==> config.mk <==
export PLATFORM = sky130hd
export DESIGN_NAME = irq_msg_aggregator
export DESIGN_NICKNAME = d
export VERILOG_FILES = /design/src/rtl/irq_agg_pkg.sv /design/src/rtl/irq_msi_bank.sv /design/src/rtl/irq_line_tracker.sv /design/src/rtl/irq_cause_unit.sv /design/src/rtl/irq_msg_aggregator.sv
export SDC_FILE = /design/constraint.sdc
export NUM_CORES = 1
export LEC_CHECK = 0
export BUFFER_PORTS_ARGS = -buffer_cell sky130_fd_sc_hd__buf_4
export CAP_MARGIN = 20
export CORE_MARGIN = 1
export CORE_UTILIZATION = 29
export CTS_BUF_LIST = sky130_fd_sc_hd__clkbuf_8
export DETAILED_ROUTE_END_ITERATION = 8
export PLACE_DENSITY = 0.56
export SLEW_MARGIN = 20
export SYNTH_ARGS = -nofsm -noshare
export SYNTH_HDL_FRONTEND = slang
export SYNTH_SLANG_ARGS = --single-unit
==> constraint.sdc <==
create_clock -name clk -period 1.6 [get_ports clk]
set_input_delay 0.08 -clock clk [delete_from_list [all_inputs] [get_ports clk]]
set_output_delay 0.08 -clock clk [all_outputs]
set_load 0.01 [all_outputs]
==> src/rtl/irq_agg_pkg.sv <==
package irq_agg_pkg;
  localparam int GROUPS_DEF    = 8;
  localparam int VECS_DEF      = 32;
  localparam int LINES_DEF     = 4;
  localparam int AW_DEF        = 6;
  localparam int DW_DEF        = 32;
  localparam int CAUSE_GRP_LSB = 8;
  localparam int CAUSE_LIN_LSB = 24;
  localparam int A_CAUSE       = 0;
  localparam int A_CAUSE_EN    = 1;
  localparam int A_GROUP_EN    = 2;
  localparam int A_GROUP_BASE  = 16;
endpackage

==> src/rtl/irq_msi_bank.sv <==
module irq_msi_bank #(
  parameter int VECS = 32,
  localparam int VECW = $clog2(VECS)
) (
  input  logic            clk,
  input  logic            rst_n,
  input  logic            hit,
  input  logic [VECW-1:0] hit_vec,
  input  logic            clr_we,
  input  logic            mask_we,
  input  logic [VECS-1:0] wdata,
  output logic [VECS-1:0] pend_o,
  output logic [VECS-1:0] mask_o,
  output logic            live_o
);
  logic [VECS-1:0] pend_q, mask_q, hit_bits, clr_bits;

  assign hit_bits = hit ? (VECS'(1) << hit_vec) : '0;
  assign clr_bits = clr_we ? wdata : '0;

  always_ff @(posedge clk or negedge rst_n) begin
    if (!rst_n) begin
      pend_q <= '0;
      mask_q <= '0;
    end else begin
      pend_q <= (pend_q & ~clr_bits) | hit_bits;
      if (mask_we) mask_q <= wdata;
    end
  end

  assign pend_o = pend_q;
  assign mask_o = mask_q;
  assign live_o = |(pend_q & mask_q);

  p_capture_r1: assert property (@(posedge clk) disable iff (!rst_n)
    hit |=> pend_q[$past(hit_vec)]);
  p_clear_r2: assert property (@(posedge clk) disable iff (!rst_n)
    (clr_we && !hit) |=> ((pend_q & $past(wdata)) == '0));
endmodule

==> src/rtl/irq_line_tracker.sv <==
module irq_line_tracker #(
  parameter int LINES = 4,
  localparam int LW = $clog2(LINES)
) (
  input  logic             clk,
  input  logic             rst_n,
  input  logic             msg_valid,
  input  logic [LW-1:0]    msg_line,
  input  logic             msg_assert,
  input  logic [LINES-1:0] clr,
  output logic [LINES-1:0] cause_o
);
  logic [LINES-1:0] level_q, level_d, cause_q;

  always_comb begin
    level_d = level_q;
    if (msg_valid) level_d[msg_line] = msg_assert;
  end

  always_ff @(posedge clk or negedge rst_n) begin
    if (!rst_n) begin
      level_q <= '0;
      cause_q <= '0;
    end else begin
      level_q <= level_d;
      cause_q <= level_d | (cause_q & ~clr);
    end
  end

  assign cause_o = cause_q;

  for (genvar i = 0; i < LINES; i++) begin : g_chk
    p_hold_r6: assert property (@(posedge clk) disable iff (!rst_n)
      (level_q[i] && !(msg_valid && msg_line == LW'(i) && !msg_assert))
      |=> cause_q[i]);
    p_release_r7: assert property (@(posedge clk) disable iff (!rst_n)
      (!level_q[i] && clr[i] && !(msg_valid && msg_line == LW'(i) && msg_assert))
      |=> !cause_q[i]);
  end
endmodule

==> src/rtl/irq_cause_unit.sv <==
module irq_cause_unit #(
  parameter int GROUPS = 8,
  parameter int LINES  = 4
) (
  input  logic              clk,
  input  logic              rst_n,
  input  logic [GROUPS-1:0] grp_live,
  input  logic [LINES-1:0]  line_cause,
  input  logic [GROUPS-1:0] grp_clr,
  input  logic              en_we,
  input  logic [GROUPS-1:0] en_grp_wd,
  input  logic [LINES-1:0]  en_line_wd,
  input  logic              gen_we,
  input  logic [GROUPS-1:0] gen_wd,
  output logic [GROUPS-1:0] grp_cause_o,
  output logic [GROUPS-1:0] en_grp_o,
  output logic [LINES-1:0]  en_line_o,
  output logic [GROUPS-1:0] gen_o,
  output logic              irq_o
);
  logic [GROUPS-1:0] cause_q, en_grp_q, gen_q, feed;
  logic [LINES-1:0]  en_line_q;
  logic              irq_q, active;

  assign feed   = grp_live & gen_q;
  assign active = (|(cause_q & en_grp_q)) | (|(line_cause & en_line_q));

  always_ff @(posedge clk or negedge rst_n) begin
    if (!rst_n) begin
      cause_q   <= '0;
      en_grp_q  <= '0;
      en_line_q <= '0;
      gen_q     <= '0;
      irq_q     <= 1'b0;
    end else begin
      cause_q <= (cause_q & ~grp_clr) | feed;
      if (en_we) begin
        en_grp_q  <= en_grp_wd;
        en_line_q <= en_line_wd;
      end
      if (gen_we) gen_q <= gen_wd;
      irq_q <= active;
    end
  end

  assign grp_cause_o = cause_q;
  assign en_grp_o    = en_grp_q;
  assign en_line_o   = en_line_q;
  assign gen_o       = gen_q;
  assign irq_o       = irq_q;

  for (genvar g = 0; g < GROUPS; g++) begin : g_chk
    p_summary_r4: assert property (@(posedge clk) disable iff (!rst_n)
      (grp_live[g] && gen_q[g]) |=> cause_q[g]);
    p_sticky_r5: assert property (@(posedge clk) disable iff (!rst_n)
      (cause_q[g] && !grp_clr[g]) |=> cause_q[g]);
  end
endmodule

==> src/rtl/irq_msg_aggregator.sv <==
module irq_msg_aggregator
  import irq_agg_pkg::*;
#(
  parameter int GROUPS = GROUPS_DEF,
  parameter int VECS   = VECS_DEF,
  parameter int LINES  = LINES_DEF,
  parameter int AW     = AW_DEF,
  parameter int DW     = DW_DEF,
  localparam int GW    = $clog2(GROUPS),
  localparam int VW    = $clog2(VECS),
  localparam int LW    = $clog2(LINES)
) (
  input  logic          clk,
  input  logic          rst_n,
  input  logic          msi_valid,
  output logic          msi_ready,
  input  logic [GW-1:0] msi_group,
  input  logic [VW-1:0] msi_vec,
  input  logic          intx_valid,
  output logic          intx_ready,
  input  logic [LW-1:0] intx_line,
  input  logic          intx_assert,
  input  logic          reg_en,
  input  logic          reg_we,
  input  logic [AW-1:0] reg_addr,
  input  logic [DW-1:0] reg_wdata,
  output logic [DW-1:0] reg_rdata,
  output logic          irq_out
);
  logic [VECS-1:0]   pend [GROUPS];
  logic [VECS-1:0]   mask [GROUPS];
  logic [GROUPS-1:0] live, grp_cause, en_grp, gen;
  logic [LINES-1:0]  line_cause, en_line, line_clr;
  logic [GROUPS-1:0] grp_clr;
  logic              wr, cause_wr;
  logic [DW-1:0]     cause_word, en_word, rd_d, rdata_q;

  assign msi_ready  = 1'b1;
  assign intx_ready = 1'b1;
  assign wr         = reg_en && reg_we;
  assign cause_wr   = wr && (reg_addr == AW'(A_CAUSE));
  assign grp_clr    = cause_wr ? reg_wdata[CAUSE_GRP_LSB +: GROUPS] : '0;
  assign line_clr   = cause_wr ? reg_wdata[CAUSE_LIN_LSB +: LINES] : '0;

  for (genvar g = 0; g < GROUPS; g++) begin : g_bank
    irq_msi_bank #(.VECS(VECS)) u_bank (
      .clk     (clk),
      .rst_n   (rst_n),
      .hit     (msi_valid && (msi_group == GW'(g))),
      .hit_vec (msi_vec),
      .clr_we  (wr && (reg_addr == AW'(A_GROUP_BASE + 2*g))),
      .mask_we (wr && (reg_addr == AW'(A_GROUP_BASE + 2*g + 1))),
      .wdata   (reg_wdata[VECS-1:0]),
      .pend_o  (pend[g]),
      .mask_o  (mask[g]),
      .live_o  (live[g])
    );
  end

  irq_line_tracker #(.LINES(LINES)) u_lines (
    .clk        (clk),
    .rst_n      (rst_n),
    .msg_valid  (intx_valid),
    .msg_line   (intx_line),
    .msg_assert (intx_assert),
    .clr        (line_clr),
    .cause_o    (line_cause)
  );

  irq_cause_unit #(.GROUPS(GROUPS), .LINES(LINES)) u_cause (
    .clk         (clk),
    .rst_n       (rst_n),
    .grp_live    (live),
    .line_cause  (line_cause),
    .grp_clr     (grp_clr),
    .en_we       (wr && (reg_addr == AW'(A_CAUSE_EN))),
    .en_grp_wd   (reg_wdata[CAUSE_GRP_LSB +: GROUPS]),
    .en_line_wd  (reg_wdata[CAUSE_LIN_LSB +: LINES]),
    .gen_we      (wr && (reg_addr == AW'(A_GROUP_EN))),
    .gen_wd      (reg_wdata[GROUPS-1:0]),
    .grp_cause_o (grp_cause),
    .en_grp_o    (en_grp),
    .en_line_o   (en_line),
    .gen_o       (gen),
    .irq_o       (irq_out)
  );

  always_comb begin
    cause_word = '0;
    cause_word[CAUSE_GRP_LSB +: GROUPS] = grp_cause;
    cause_word[CAUSE_LIN_LSB +: LINES]  = line_cause;
    en_word = '0;
    en_word[CAUSE_GRP_LSB +: GROUPS] = en_grp;
    en_word[CAUSE_LIN_LSB +: LINES]  = en_line;
  end

  always_comb begin
    rd_d = '0;
    if (reg_addr == AW'(A_CAUSE))    rd_d = cause_word;
    if (reg_addr == AW'(A_CAUSE_EN)) rd_d = en_word;
    if (reg_addr == AW'(A_GROUP_EN)) rd_d = DW'(gen);
    for (int g = 0; g < GROUPS; g++) begin
      if (reg_addr == AW'(A_GROUP_BASE + 2*g))     rd_d = DW'(pend[g]);
      if (reg_addr == AW'(A_GROUP_BASE + 2*g + 1)) rd_d = DW'(mask[g]);
    end
  end

  always_ff @(posedge clk or negedge rst_n) begin
    if (!rst_n)                 rdata_q <= '0;
    else if (reg_en && !reg_we) rdata_q <= rd_d;
  end

  assign reg_rdata = rdata_q;

  p_irq_reset_r9: assert property (@(posedge clk) $fell(rst_n) |-> !irq_out);
endmodule

==> run_results.csv <==
group,metric,value,unit
power,p_leak,19.3,nW
synth,post-synth-top-area-cell,"sky130_fd_sc_hd__dfrtp_1",
cells_and_area,drive_above_1_share,0.446,
sta,relSlewSlack,0.263,
clock_tree,path_clk_slew,0.06,ns
sta,final.setup.worst_slack,-0.432,ns
synth,synthesis.yosys.warnings,0,
worst_setup_path,cp_data_required_time,2.22,ns
synth,avgSynthCellArea,10.8,um2
floorplanning,die_height,317,um
worst_setup_path,critPathSlowestCell,"sky130_fd_sc_hd__a222oi_1",
worst_setup_path,path_delay_family,"compound AO/OA/AOI/OAI gates",
synth,syn_area,28800,um2
sta,timing.clock.skew,0.0399,ns
sta,unrepaired_setup_endpoints_after_global_routing,"yes",
placement,portBuffers,87,
power,power.density_cell_area,946,nW/um2
cells_and_area,multiInputGateArea,14600,um2
cells_and_area,area.sequential,14500,um2
clock_tree,cts_tree,"done",
worst_setup_path,cpPeakStageDelay,0.48,ns
worst_setup_path,worst-endpoint-arrival,2.65,ns
worst_setup_path,timing.critical_path.fanout_max,2,
cells_and_area,areaGrowthSynthToFinish,44.2,%
synth,postSynthCellCount,2667,
drt,drtPass1Iterations,6,
sta,hold_viol_final,0,
cells_and_area,fillers,9377,
global_routing,grt_pass1_vias,28200,
drt,number_of_drc_markers_in_iteration_0,3875,
outcome,run_status,"finished, violations left",
drt,route.detailed.wl_per_inst,30.9,um
drt,routed_via_density,5.86,
sta,max_freq,0.492,GHz
global_routing,global_route.usage.total,0.302,
cells_and_area,final_cell_mix,"sky130_fd_sc_hd__buf_4, sky130_fd_sc_hd__dfrtp_1, sky130_fd_sc_hd__nand2_1",
placement,place_hpwl,113000,um
worst_setup_path,crit_chain,"and2_1, a211o_1, a222oi_1, o22ai_1, buf_4, a22oi_2, o21ai_1",
synth,ys_async_sr_fraction,1.00,
floorplanning,io_pins,90,
floorplanning,floorplan.initialDensity,0.293,
global_routing,grt_overflow,0,
sta,post-route-period-util,1.27,
clock_tree,root_buffer,"sky130_fd_sc_hd__clkbuf_8",
floorplanning,floorplan.die_area,100000,um2
placement,finalWeightedCongestion,1.02,
power,finalPower,39.2,mW
floorplanning,placement_rows,115,
synth,ys_ff_latch,581,
drt,wirelength,152000,um
drt,drc_errors,0,
sta,timing.final.max_slew_violations,0,
sta,timing.final.crit_period,2.03,ns
sta,final.hold.worst_slack,0.0450,ns
worst_hold_path,hold_path.class,"in -> async",
synth,synth-edff-count,0,
flow_run,cap_viol_max_count,0,
clock_tree,clock_path_buffers,3,
drt,drtAntennaViolNets,0,
floorplanning,core-area,98300,um2
global_routing,grt_antenna_before_repair,4,
clock_tree,clkSinkCount,581,
drt,dr_total_vias,28800,
floorplanning,horizontal_die_dimension,317,um
sta,tightest_slew,1.10,ns
synth,ys.flop_type,"sky130_fd_sc_hd__dfrtp_1",
outcome,violations,"setup timing",
global_routing,grt_start_max_net_pins,69,
synth,netlist.area_leader.share,0.506,
clock_tree,clkLatencyLatePin,0.77,ns
power,power.ir.vdd_worst,0.000595,V
clock_tree,cts-buffers-inserted,101,
placement,place_worst_setup_slack,-1.36,ns
worst_setup_path,end_kind,"register",
worst_setup_path,crit_type,"reg -> reg",
sta,setup_viol_count_final,31,
worst_setup_path,path_buf_inv,1,
cells_and_area,layout.cells.most_common,"sky130_fd_sc_hd__buf_4",
worst_setup_path,startpoint_type_of_the_worst_setup_path,"register",
synth,yosys_cell_types,75,
synth,top_cells_by_area_in_the_synthesized_netlist,"sky130_fd_sc_hd__dfrtp_1, sky130_fd_sc_hd__mux2_2, sky130_fd_sc_hd__a22o_1, sky130_fd_sc_hd__nand2_1, sky130_fd_sc_hd__a22oi_1",
cells_and_area,nets_final,3604,
clock_tree,cts_h_tree_lvls,3,
global_routing,grt_first_pass_wirelength,215000,um
synth,sequential_area_share_after_synthesis,0.506,
==> metrics by stage <==
| step | util | setup TNS (ns) | cell area (um2) | instances |
|---|---|---|---|---|
| CTS | 0.418 | -5.60 | 41000 | 4914 |
| detailed placement | 0.382 | -213.78 | 37600 | 4675 |
| finish | 0.422 | -5.93 | 41500 | 4916 |
| global route | 0.422 | -6.95 | 41500 | 4915 |
| floorplan | - | -5.90 | 29000 | 2668 |
| global placement | 0.382 | -204.49 | 37600 | 4675 |
==> where the power goes <==
part           leakage (nW)  internal (mW)  switching [mW]
logic                  10.3           3.73            3.84
registers              7.79           16.0            1.25
clock network          1.21           7.65            6.74
total                  19.3           27.4            11.8
==> what timing repair did <==
action	in CTS	in global routing
endpoints found under the hold margin	1132	0
hold buffers	52	0
pin swaps	101	70
gates resized for setup	193	85
setup endpoints to repair	40	39
buffers inserted	16	6
==> kinds of logic (layout without fill, tap and decap cells) <==
family	after synthesis	after routing	share of synthesized area
AO/OA/AOI/OAI	807	807	0.212
AND/OR/NAND/NOR	701	701	0.110
flip-flops	581	581	0.506
multiplexers	339	339	0.135
buffers and inverters	238	1197	0.0369
other	1	4	0.000130
==> worst register-to-register path, delay by kind of cell (launching register included) <==
family / cells / cell delay (ns)
AOI/OAI and AO/OA: 5 / 1.19
buffers and inverters: 1 / 0.18
DFF: 1 / 0.38
and+or+nand+nor: 1 / 0.16
==> state kept, by name (all words and copies together) (netlist names) <==
register / cells
u_cause.en_line_o: 4
u_cause.gen_o: 8
u_cause.grp_cause_o: 8
u_lines.level_q: 4
g_bank.u_bank.pend_o: 256
u_cause.irq_o: 1
u_lines.cause_o: 4
u_cause.en_grp_o: 8
g_bank.u_bank.mask_o: 256
reg_rdata: 32
==> final cells by class <==
| type | instances | share of cell area |
|---|---|---|
| Sequential cell | 581 | 0.351 |
| Inverter | 17 | 0.00154 |
| Multi-Input combinational cell | 1849 | 0.351 |
| Antenna cell | 2 | 0.000121 |
| Timing Repair Buffer | 999 | 0.207 |
| Clock inverter | 49 | 0.00624 |
| Tap cell | 1287 | 0.0388 |
| Clock buffer | 132 | 0.0438 |
==> worst paths after layout <==
kind	start	to	slack, ns	cells past startpoint
setup / recovery	g_bank[1].u_bank.pend_o[27]	reg_rdata[27]	-0.43	7
hold / removal	rst_n	g_bank[1].u_bank.mask_o[9]	0.04	3
setup reg to reg	g_bank[1].u_bank.pend_o[27]	reg_rdata[27]	-0.43	7
hold reg to reg	u_lines.level_q[3]	u_lines.level_q[3]	0.50	1
max in group asynchronous	rst_n	g_bank[7].u_bank.mask_o[4]	0.42	5
min in group clk	reg_en	reg_rdata[15]	0.05	5
==> synthesized netlist by cell type, types with 6 or more instances <==
master,number
sky130_fd_sc_hd__a2111oi_0,6
sky130_fd_sc_hd__a211o_1,8
sky130_fd_sc_hd__a211oi_1,13
sky130_fd_sc_hd__a21o_1,6
sky130_fd_sc_hd__a21oi_1,62
sky130_fd_sc_hd__a221o_1,10
sky130_fd_sc_hd__a221oi_1,41
sky130_fd_sc_hd__a22o_1,265
sky130_fd_sc_hd__a22oi_1,118
sky130_fd_sc_hd__a31oi_1,9
sky130_fd_sc_hd__a32oi_1,7
sky130_fd_sc_hd__buf_2,92
sky130_fd_sc_hd__buf_4,10
sky130_fd_sc_hd__clkbuf_1,112
sky130_fd_sc_hd__dfrtp_1,581
sky130_fd_sc_hd__inv_1,15
sky130_fd_sc_hd__mux2_2,284
sky130_fd_sc_hd__mux2i_1,40
sky130_fd_sc_hd__mux4_2,11
sky130_fd_sc_hd__nand2_1,381
sky130_fd_sc_hd__nand2b_1,19
sky130_fd_sc_hd__nand3_1,48
sky130_fd_sc_hd__nand3b_1,8
sky130_fd_sc_hd__nand4_1,12
sky130_fd_sc_hd__nor2_1,121
sky130_fd_sc_hd__nor2_2,6
sky130_fd_sc_hd__nor2b_1,17
sky130_fd_sc_hd__nor3_1,33
sky130_fd_sc_hd__nor3_2,6
sky130_fd_sc_hd__nor4_1,6
sky130_fd_sc_hd__o211ai_1,17
sky130_fd_sc_hd__o21ai_0,114
sky130_fd_sc_hd__o221ai_1,18
sky130_fd_sc_hd__o22ai_1,41
sky130_fd_sc_hd__o2bb2ai_1,31
sky130_fd_sc_hd__or4_1,10
==> metal layers <==
layer,global-route usage,part of all wire,routed length [um]
met1,0.410,0.40,60600
met3,0.0711,0.11,17400
met5,0,0.000079,12
met2,0.436,0.42,63800
met4,0.177,0.066,10100
Note: power is estimated with default switching activity, not from simulation.
